`config.mk`:
```
export PLATFORM = sky130hd
export DESIGN_NAME = dsdac_pulse_dac
export DESIGN_NICKNAME = d
export VERILOG_FILES = /design/src/rtl/dsdac_pkg.sv /design/src/rtl/dsdac_lfsr.sv /design/src/rtl/dsdac_slot_ctr.sv /design/src/rtl/dsdac_credit.sv /design/src/rtl/dsdac_pulse_dac.sv
export SDC_FILE = /design/constraint.sdc
export NUM_CORES = 1
export LEC_CHECK = 0
export ABC_AREA = 0
export BUFFER_PORTS_ARGS = -buffer_cell sky130_fd_sc_hd__buf_2
export CORE_MARGIN = 1.5
export CORE_UTILIZATION = 30
export CTS_CLUSTER_SIZE = 14
export DETAILED_ROUTE_END_ITERATION = 7
export SYNTH_ARGS = -nofsm -noshare
export SYNTH_HDL_FRONTEND = slang
export SYNTH_SLANG_ARGS = --single-unit
```
`constraint.sdc`:
```
create_clock -name clk -period 4.85 [get_ports clk]
set_input_delay 1.2125 -clock clk [delete_from_list [all_inputs] [get_ports clk]]
set_output_delay 1.2125 -clock clk [all_outputs]
set_load 0.05 [all_outputs]
```
`src/rtl/dsdac_pkg.sv`:
```
`timescale 1ns/1ps
package dsdac_pkg;

    // Control states of the converter
    typedef enum logic [1:0] {
        ST_IDLE = 2'd0,   // stopped, output low
        ST_DATA = 2'd1,   // data clock of a slot
        ST_GAP  = 2'd2    // forced-low clock of an RTZ slot
    } dac_state_e;

    // Right-shift Galois feedback masks giving maximal-length sequences
    function automatic logic [31:0] lfsr_taps(input int unsigned width);
        logic [31:0] m;
        case (width)
            4:       m = 32'h0000_000C;
            5:       m = 32'h0000_0014;
            6:       m = 32'h0000_0030;
            7:       m = 32'h0000_0060;
            8:       m = 32'h0000_00B8;
            9:       m = 32'h0000_0110;
            10:      m = 32'h0000_0240;
            11:      m = 32'h0000_0500;
            12:      m = 32'h0000_0E08;
            13:      m = 32'h0000_1C80;
            14:      m = 32'h0000_3802;
            15:      m = 32'h0000_6000;
            default: m = 32'h0000_B400;
        endcase
        return m;
    endfunction

endpackage

```
`src/rtl/dsdac_lfsr.sv`:
```
`timescale 1ns/1ps
// Free-running maximal-length sequence generator, advanced once per slot.
module dsdac_lfsr #(
    parameter int unsigned W = 16
) (
    input  logic         clk,
    input  logic         rst_n,
    input  logic         step,
    output logic [W-1:0] value
);
    import dsdac_pkg::*;

    localparam logic [31:0]  TAPS32 = lfsr_taps(W);
    localparam logic [W-1:0] MASK   = TAPS32[W-1:0];
    localparam logic [W-1:0] SEED   = {{(W-1){1'b0}}, 1'b1};

    always_ff @(posedge clk) begin
        if (!rst_n) begin
            value <= SEED;
        end else if (step) begin
            value <= {1'b0, value[W-1:1]} ^ (value[0] ? MASK : '0);
        end
    end

endmodule

```
`src/rtl/dsdac_slot_ctr.sv`:
```
`timescale 1ns/1ps
// Slot position within the frame, with slots-remaining and last-slot flags.
module dsdac_slot_ctr #(
    parameter int unsigned W = 16
) (
    input  logic       clk,
    input  logic       rst_n,
    input  logic       clear,
    input  logic       step,
    output logic       last,
    output logic [W:0] left
);
    localparam logic [W:0] SLOTS = {1'b1, {W{1'b0}}};

    logic [W-1:0] idx;

    always_ff @(posedge clk) begin
        if (!rst_n) begin
            idx <= '0;
        end else if (clear) begin
            idx <= '0;
        end else if (step) begin
            idx <= idx + 1'b1;
        end
    end

    always_comb begin
        last = &idx;
        left = SLOTS - {1'b0, idx};
    end

endmodule

```
`src/rtl/dsdac_credit.sv`:
```
`timescale 1ns/1ps
// Pulses still owed in the frame; decides whether the current slot fires.
module dsdac_credit #(
    parameter int unsigned W = 16
) (
    input  logic         clk,
    input  logic         rst_n,
    input  logic         load,
    input  logic [W-1:0] load_val,
    input  logic         consume,
    input  logic [W-1:0] lfsr_val,
    input  logic [W-1:0] thresh,
    input  logic [W:0]   slots_left,
    output logic         take,
    output logic [W-1:0] remain
);
    logic must_fire;
    logic want_fire;

    always_comb begin
        must_fire = ({1'b0, remain} >= slots_left);
        want_fire = (lfsr_val < thresh);
        take      = (remain != '0) && (must_fire || want_fire);
    end

    always_ff @(posedge clk) begin
        if (!rst_n) begin
            remain <= '0;
        end else if (load) begin
            remain <= load_val;
        end else if (consume && take) begin
            remain <= remain - 1'b1;
        end
    end

endmodule

```
`src/rtl/dsdac_pulse_dac.sv`:
```
`timescale 1ns/1ps
// Pseudo-random pulse-density DAC, NRZ or RTZ slots.
module dsdac_pulse_dac #(
    parameter int unsigned W = 16
) (
    input  logic         clk,
    input  logic         rst_n,
    input  logic         enable,
    input  logic [W-1:0] high_count,
    input  logic         rtz_mode,
    output logic         dac_out,
    output logic         frame_done
);
    import dsdac_pkg::*;

    dac_state_e   state_q;
    dac_state_e   state_d;
    logic [W-1:0] high_q;
    logic         rtz_q;
    logic         slot_end;
    logic         frame_end;
    logic         load;
    logic         last;
    logic [W:0]   left;
    logic [W-1:0] lfsr_val;
    logic [W-1:0] remain;
    logic         take;
    logic         state_is_idle;

    // Slot and frame boundaries, frame-start capture
    always_comb begin
        state_is_idle = (state_q == ST_IDLE);
        slot_end      = ((state_q == ST_DATA) && !rtz_q) || (state_q == ST_GAP);
        frame_end     = slot_end && last;
        load          = enable && (state_is_idle || frame_end);
    end

    // Next-state logic
    always_comb begin
        state_d = state_q;
        unique case (state_q)
            ST_IDLE: state_d = enable ? ST_DATA : ST_IDLE;
            ST_DATA: begin
                if (!enable)    state_d = ST_IDLE;
                else if (rtz_q) state_d = ST_GAP;
                else            state_d = ST_DATA;
            end
            ST_GAP:  state_d = enable ? ST_DATA : ST_IDLE;
            default: state_d = ST_IDLE;
        endcase
    end

    // State register
    always_ff @(posedge clk) begin
        if (!rst_n) state_q <= ST_IDLE;
        else        state_q <= state_d;
    end

    // Level and mode captured at frame start only
    always_ff @(posedge clk) begin
        if (!rst_n) begin
            high_q <= '0;
            rtz_q  <= 1'b0;
        end else if (load) begin
            high_q <= high_count;
            rtz_q  <= rtz_mode;
        end
    end

    dsdac_slot_ctr #(.W(W)) u_slot (
        .clk   (clk),
        .rst_n (rst_n),
        .clear (load),
        .step  (slot_end),
        .last  (last),
        .left  (left)
    );

    dsdac_lfsr #(.W(W)) u_lfsr (
        .clk   (clk),
        .rst_n (rst_n),
        .step  (slot_end),
        .value (lfsr_val)
    );

    dsdac_credit #(.W(W)) u_credit (
        .clk        (clk),
        .rst_n      (rst_n),
        .load       (load),
        .load_val   (high_count),
        .consume    (slot_end),
        .lfsr_val   (lfsr_val),
        .thresh     (high_q),
        .slots_left (left),
        .take       (take),
        .remain     (remain)
    );

    // Outputs
    always_comb begin
        dac_out    = (state_q == ST_DATA) && take;
        frame_done = frame_end;
    end

endmodule

```
* Word level (Yosys, flattened, before mapping) *
Index checks and enable logic that the tools add are counted.

word-level totals
  register bits after elaboration = 67
  input port bits = 20

operators by class
  $add $sub $neg = 3
  eq/ne operators = 2
  $lt $le $gt $ge = 2
  muxes and demuxes = 7
  bitwise logic cells = 2
  reduce and logical (&&, ||, !) cells = 16

operator list
  kind                                                                   count
  16-bit 2-to-1 mux                                                      3
  16-bit by 17-bit greater-or-equal comparator with 1-bit output         1
  17-bit by 16-bit subtractor with 17-bit output, first input constant   1
  16-bit by 1-bit adder with 16-bit output, second input constant        1
  16-bit < comparator                                                    1
  16-bit AND reduction                                                   1
  16-bit nonzero test                                                    1
  16-bit by 1-bit subtractor with 16-bit output, second input constant   1
  15-bit by 16-bit XOR with 16-bit output                                1
  1-bit logical AND                                                      6
  2-bit 2-to-1 mux                                                       2
  2-bit case mux with 2 select lines                                     1
  2-bit OR reduction                                                     2
  1-bit logical OR                                                       3
  2-bit by 1-bit equality test with 1-bit output, second input constant  1
  2-bit equality test, second input constant                             1
  2-bit logical NOT                                                      1
  2-bit nonzero test                                                     1
  1-bit logical NOT                                                      1
  1-bit 2-to-1 mux                                                       1
  1-bit NOT                                                              1

* Longest topological paths before layout *
  depth after elaboration = 7
  gate-level depth with buffers = 13

* Modules after synthesis *
A second synthesis with hierarchy kept.

unflattened totals
  cell total of the unflattened synthesis = 497
  area, all modules = 4249.1 µm²

by module, submodules not included
  module           area each (µm²)  times used  cells each
  dsdac_credit     1732.9           1           221
  dsdac_slot_ctr   1048.5           1           131
  dsdac_pulse_dac  840.8            1           90
  dsdac_lfsr       626.9            1           55

* Worst setup path after synthesis *
No wires, ideal clock.

  kind = flip-flop to output port
  start point = register u_slot.idx[2]
  end point = output dac_out
  arrival time = 3.955 ns
  path buffers = 2
  cell stages (with the launch flop) = 14
  setup slack = -0.317 ns
  path through = dfxtp_1 > clkbuf_1 > nor4_1 > nand3_1 > nor4_1 > xor2_1 > ha_1 > nand4_1 > or3_1 > o22ai_1 > o21a_2 > buf_6 > nor2_1 > a211oi_1

on the way
  longest elaborated chain between the ends = 5

RTL lines
  element                                                         line                    RTL
  start, declared                                                 dsdac_slot_ctr.sv:15    logic [W-1:0] idx;
  start signal, assigned                                          dsdac_slot_ctr.sv:23    idx <= idx + 1'b1;
  17-bit by 16-bit subtractor with 17-bit output                  dsdac_slot_ctr.sv:29    left = SLOTS - {1'b0, idx};
  16-bit by 17-bit greater-or-equal comparator with 1-bit output  dsdac_credit.sv:21      must_fire = ({1'b0, remain} >= slots_left);
  1-bit logical OR                                                dsdac_credit.sv:23      take = (remain != '0) && (must_fire || want_fire);
  1-bit logical AND                                               dsdac_credit.sv:23
  1-bit logical AND                                               dsdac_pulse_dac.sv:101  dac_out = (state_q == ST_DATA) && take;
  end, declared                                                   dsdac_pulse_dac.sv:11   output logic dac_out,

No other way between the ends.

* Worst setup path after layout *
  start point = register u_slot.idx[7]
  end point = output dac_out

Same word-level chain as after synthesis.

==> summary.md <==
| Metric | Value |
|---|---|
| Clock Path Buffers | `2` |
| Final Power | `1.60 mW` |
| Die Span Y | `123 um` |
| ANT nets after route | `0` |
| Setup WS pre-CTS | `165 ps` |
| Fillers | `1,451` |
| Worst path max stage delay | `560 ps` |
| Seq/Total Area, Yosys | `0.311` |
| Reg clk slew, reported paths | `60 ps` |
| Initial antenna violation count | `0` |
| Syn nets | `581` |
| WL per Instance | `15.2 um` |
| Hold WC Path Type | `reg -> reg` |
| LEAKAGE | `1.83 nW` |
| Later-pin clock latency in the skew report | `340 ps` |
| Core area | `13,900 um^2` |
| Tightest Pin Transition | `1030 ps` |
| Critical-path cell list | `or4_4 -> or4_4 -> nor2_1 -> xor2_1 -> ha_1 -> and4_1 -> a221oi_2 -> o22ai_2 -> o21a_2 -> nor2_1 -> a211oi_2 -> buf_6` |
| GP Congestion | `0.859` |
| CP arrival | `3540 ps` |
| CTS tree | `yes` |
| Async SR Flop Fraction | `0` |
| Biggest area consumer among synthesized cells | `dfxtp_1` |
| Post-Syn Area per Cell | `8.18 um^2` |
| Max Freq | `210 MHz` |
| Antenna cells | `0` |
| Ys Warns | `0` |
| DRT Wirelength | `11.0 mm` |
| Share of the synthesized area in the top cell type | `0.311` |
| First-pass GRT wire length | `18.2 mm` |
| Htree depth | `3` |
| Slew HR | `0.312` |
| Area of the mapped netlist | `4310 um^2` |
| Drt pass-1 iters | `5` |
| Largest net degree at the start of global routing | `79` |
| Setup TNS Final | `0 ps` |
| Die X | `123 um` |
| Sink Count | `67` |
| Cells after synthesis | `527` |
| DRC viols | `0` |
| Final nets | `588` |
| Number of global-route vias before repair | `3,721` |
| Max-Cap Viols | `0` |
| Final setup violation count | `0` |
| Worst r2r src | `u_slot.idx[7]$_SDFFE_PP0P_` |
| Initial Utilization | `0.309` |
| Most frequent cells after synthesis | `nand2_1 (82), dfxtp_1 (67), ha_1 (34)` |
| Final period utilization | `0.981` |
| Placed cell areas | `4560 um^2` |
| CTS root buf | `clkbuf_16` |
| Worst Reg-to-Reg Cells | `12` |
| Final Max Tran Viols | `0` |
| Total gr overflow | `0` |
| Critical path's top delay family | `simple AND/OR/NAND/NOR gates` |
| CTS buffer count | `9` |
| Final worst slack | `92.5 ps` |
| Hold path depth | `2` |
| Finished Layout Cells | `719` |
| Via count | `3,854` |
| Pwr dens | `324 nW/um^2` |
| Critical R2R Capture | `u_credit.remain[1]$_SDFFE_PN0P_` |
| Ys flop type | `dfxtp_1` |
| Row count | `43` |
| Flops & latches, synth | `67` |
| RSZ-0062 raised after global routing | `yes` |
| Worst Path Required | `3640 ps` |
| Iter 0 DRT Violations | `219` |
| Hold endpoint | `high_q[15]$_SDFFE_PN0P_` |
| Synth area leaders | `dfxtp_1 (31%), ha_1 (9.9%), nand2_1 (7.1%), a21boi_0 (5.0%), nand3_1 (3.8%)` |
| Outcome | `completed` |
| Crit start category | `flip-flop` |
| Area Growth Syn to Fin | `14.2%` |
| Final Skew | `6.64 ps` |
| Setup crit end kind | `primary output` |
| Post-DP HPWL | `7.57 mm` |
| WS Path Type | `reg -> out` |
| Ratio of cells with drive above 1 in the final layout | `0.145` |
| I/O Buffers | `21` |
| EDFF count, synth | `0` |
| Vias per cell | `5.36` |
| CP Max Fanout | `8` |
| Io pins | `22` |
| Hold Startpoint | `high_q[15]$_SDFFE_PN0P_` |
| Cell area after layout | `4920 um^2` |
| Unique masters post-synth | `64` |
| Min cycle time layout | `4760 ps` |
| Hold Vio Cnt, Final | `0` |
| GRT Util Overall | `0.154` |
| CP max-delay cell | `or4_4` |
| WP buf/inv | `1` |
| Max VDD drop | `0.177 mV` |
| Die area | `15,100 um^2` |
| Flop2flop setup slack | `1290 ps` |
| # placed instances | `701` |
| Most frequent cell after synthesis | `nand2_1` |
-- report_power, final --
group	switching [mW]	total [mW]	leakage (nW)	internal, mW
Clock	0.269	0.633	0.132	0.364
Combinational	0.201	0.343	1.15	0.142
Sequential	0.0391	0.619	0.549	0.580
Total	0.509	1.60	1.83	1.09
-- kinds of logic after synthesis --
kind of cell,synth area share
buf+inv,0.0502
compound gates,0.221
xor+xnor,0.0569
simple gates,0.262
flops,0.311
fa+ha+maj,0.0987
-- flip-flops by register name, summed over array words and instances (netlist names) --
name	flops
high_q	16
rtz_q	1
state_q	2
u_credit.remain	16
u_lfsr.value	16
u_slot.idx	16
-- worst min-delay path: stages (launching register included) --
cell and delay (ps):
dfxtp_1 310, nand2_1 50, a21boi_0 60
-- layout make-up --
class	count	area, um^2	area share
clock buffer	10	239	0.0486
clock inverter	6	48.8	0.00991
inverter	22	82.6	0.0168
multi-input combinational	407	2820	0.573
sequential	67	1350	0.274
tap	180	225	0.0458
timing repair buffer	27	156	0.0318
-- repair_timing --
item                                   4_1_cts  5_1_grt
endpoints found under the hold margin        0        0
pin swaps                                    0        6
buffers inserted                             0        2
resized for setup                            4       10
hold buffers                                 0        0
setup endpoints to repair                    1        1
-- metal layers --
layer / up-vias / track usage / wire (um)
met5: - / 0 / 0
met4: 0 / 0.0523 / 147
met3: 13 / 0.0353 / 442
met2: 80 / 0.255 / 5240
met1: 1832 / 0.196 / 5120
li1: 1929 / - / -
-- stage by stage --
step	utilization	hold WS (ps)
global route	0.353	488
finish	0.353	465
global placement	0.327	453
floorplan	-	441
CTS	0.349	468
detailed placement	0.327	459
-- layout by cell type, fill, tap and decap left out, types with 6 or more instances in the layout --
master and n:
dfxtp_1 64, xor2_1 18, inv_1 22, buf_2 20, a21boi_0 29, nand3_1 32, o2111ai_1 6, o21ai_0 13
clkbuf_16 9, xnor2_1 10, o211ai_1 22, nor3_1 8, ha_1 34, nor2_1 27, a21oi_1 14, buf_4 6
a21bo_2 7, and3_1 7, nand4_1 8, nand2_1 82
-- worst max-delay path by stage --
| stage | cells past startpoint | slack (ps) | to | from |
|---|---|---|---|---|
| 2_1_floorplan | 13 | 170 | dac_out | u_slot.idx[2]$_SDFFE_PP0P_ |
| 3_3_place_gp | 12 | 380 | dac_out | u_slot.idx[2]$_SDFFE_PP0P_ |
| 3_5_place_dp | 12 | 170 | dac_out | u_slot.idx[2]$_SDFFE_PP0P_ |
| 4_1_cts | 12 | 20 | dac_out | u_slot.idx[7]$_SDFFE_PP0P_ |
| 5_1_grt | 13 | -60 | dac_out | u_slot.idx[3]$_SDFFE_PP0P_ |
| 6_report | 12 | 90 | dac_out | u_slot.idx[7]$_SDFFE_PP0P_ |
(Power assumes the default switching activity.)
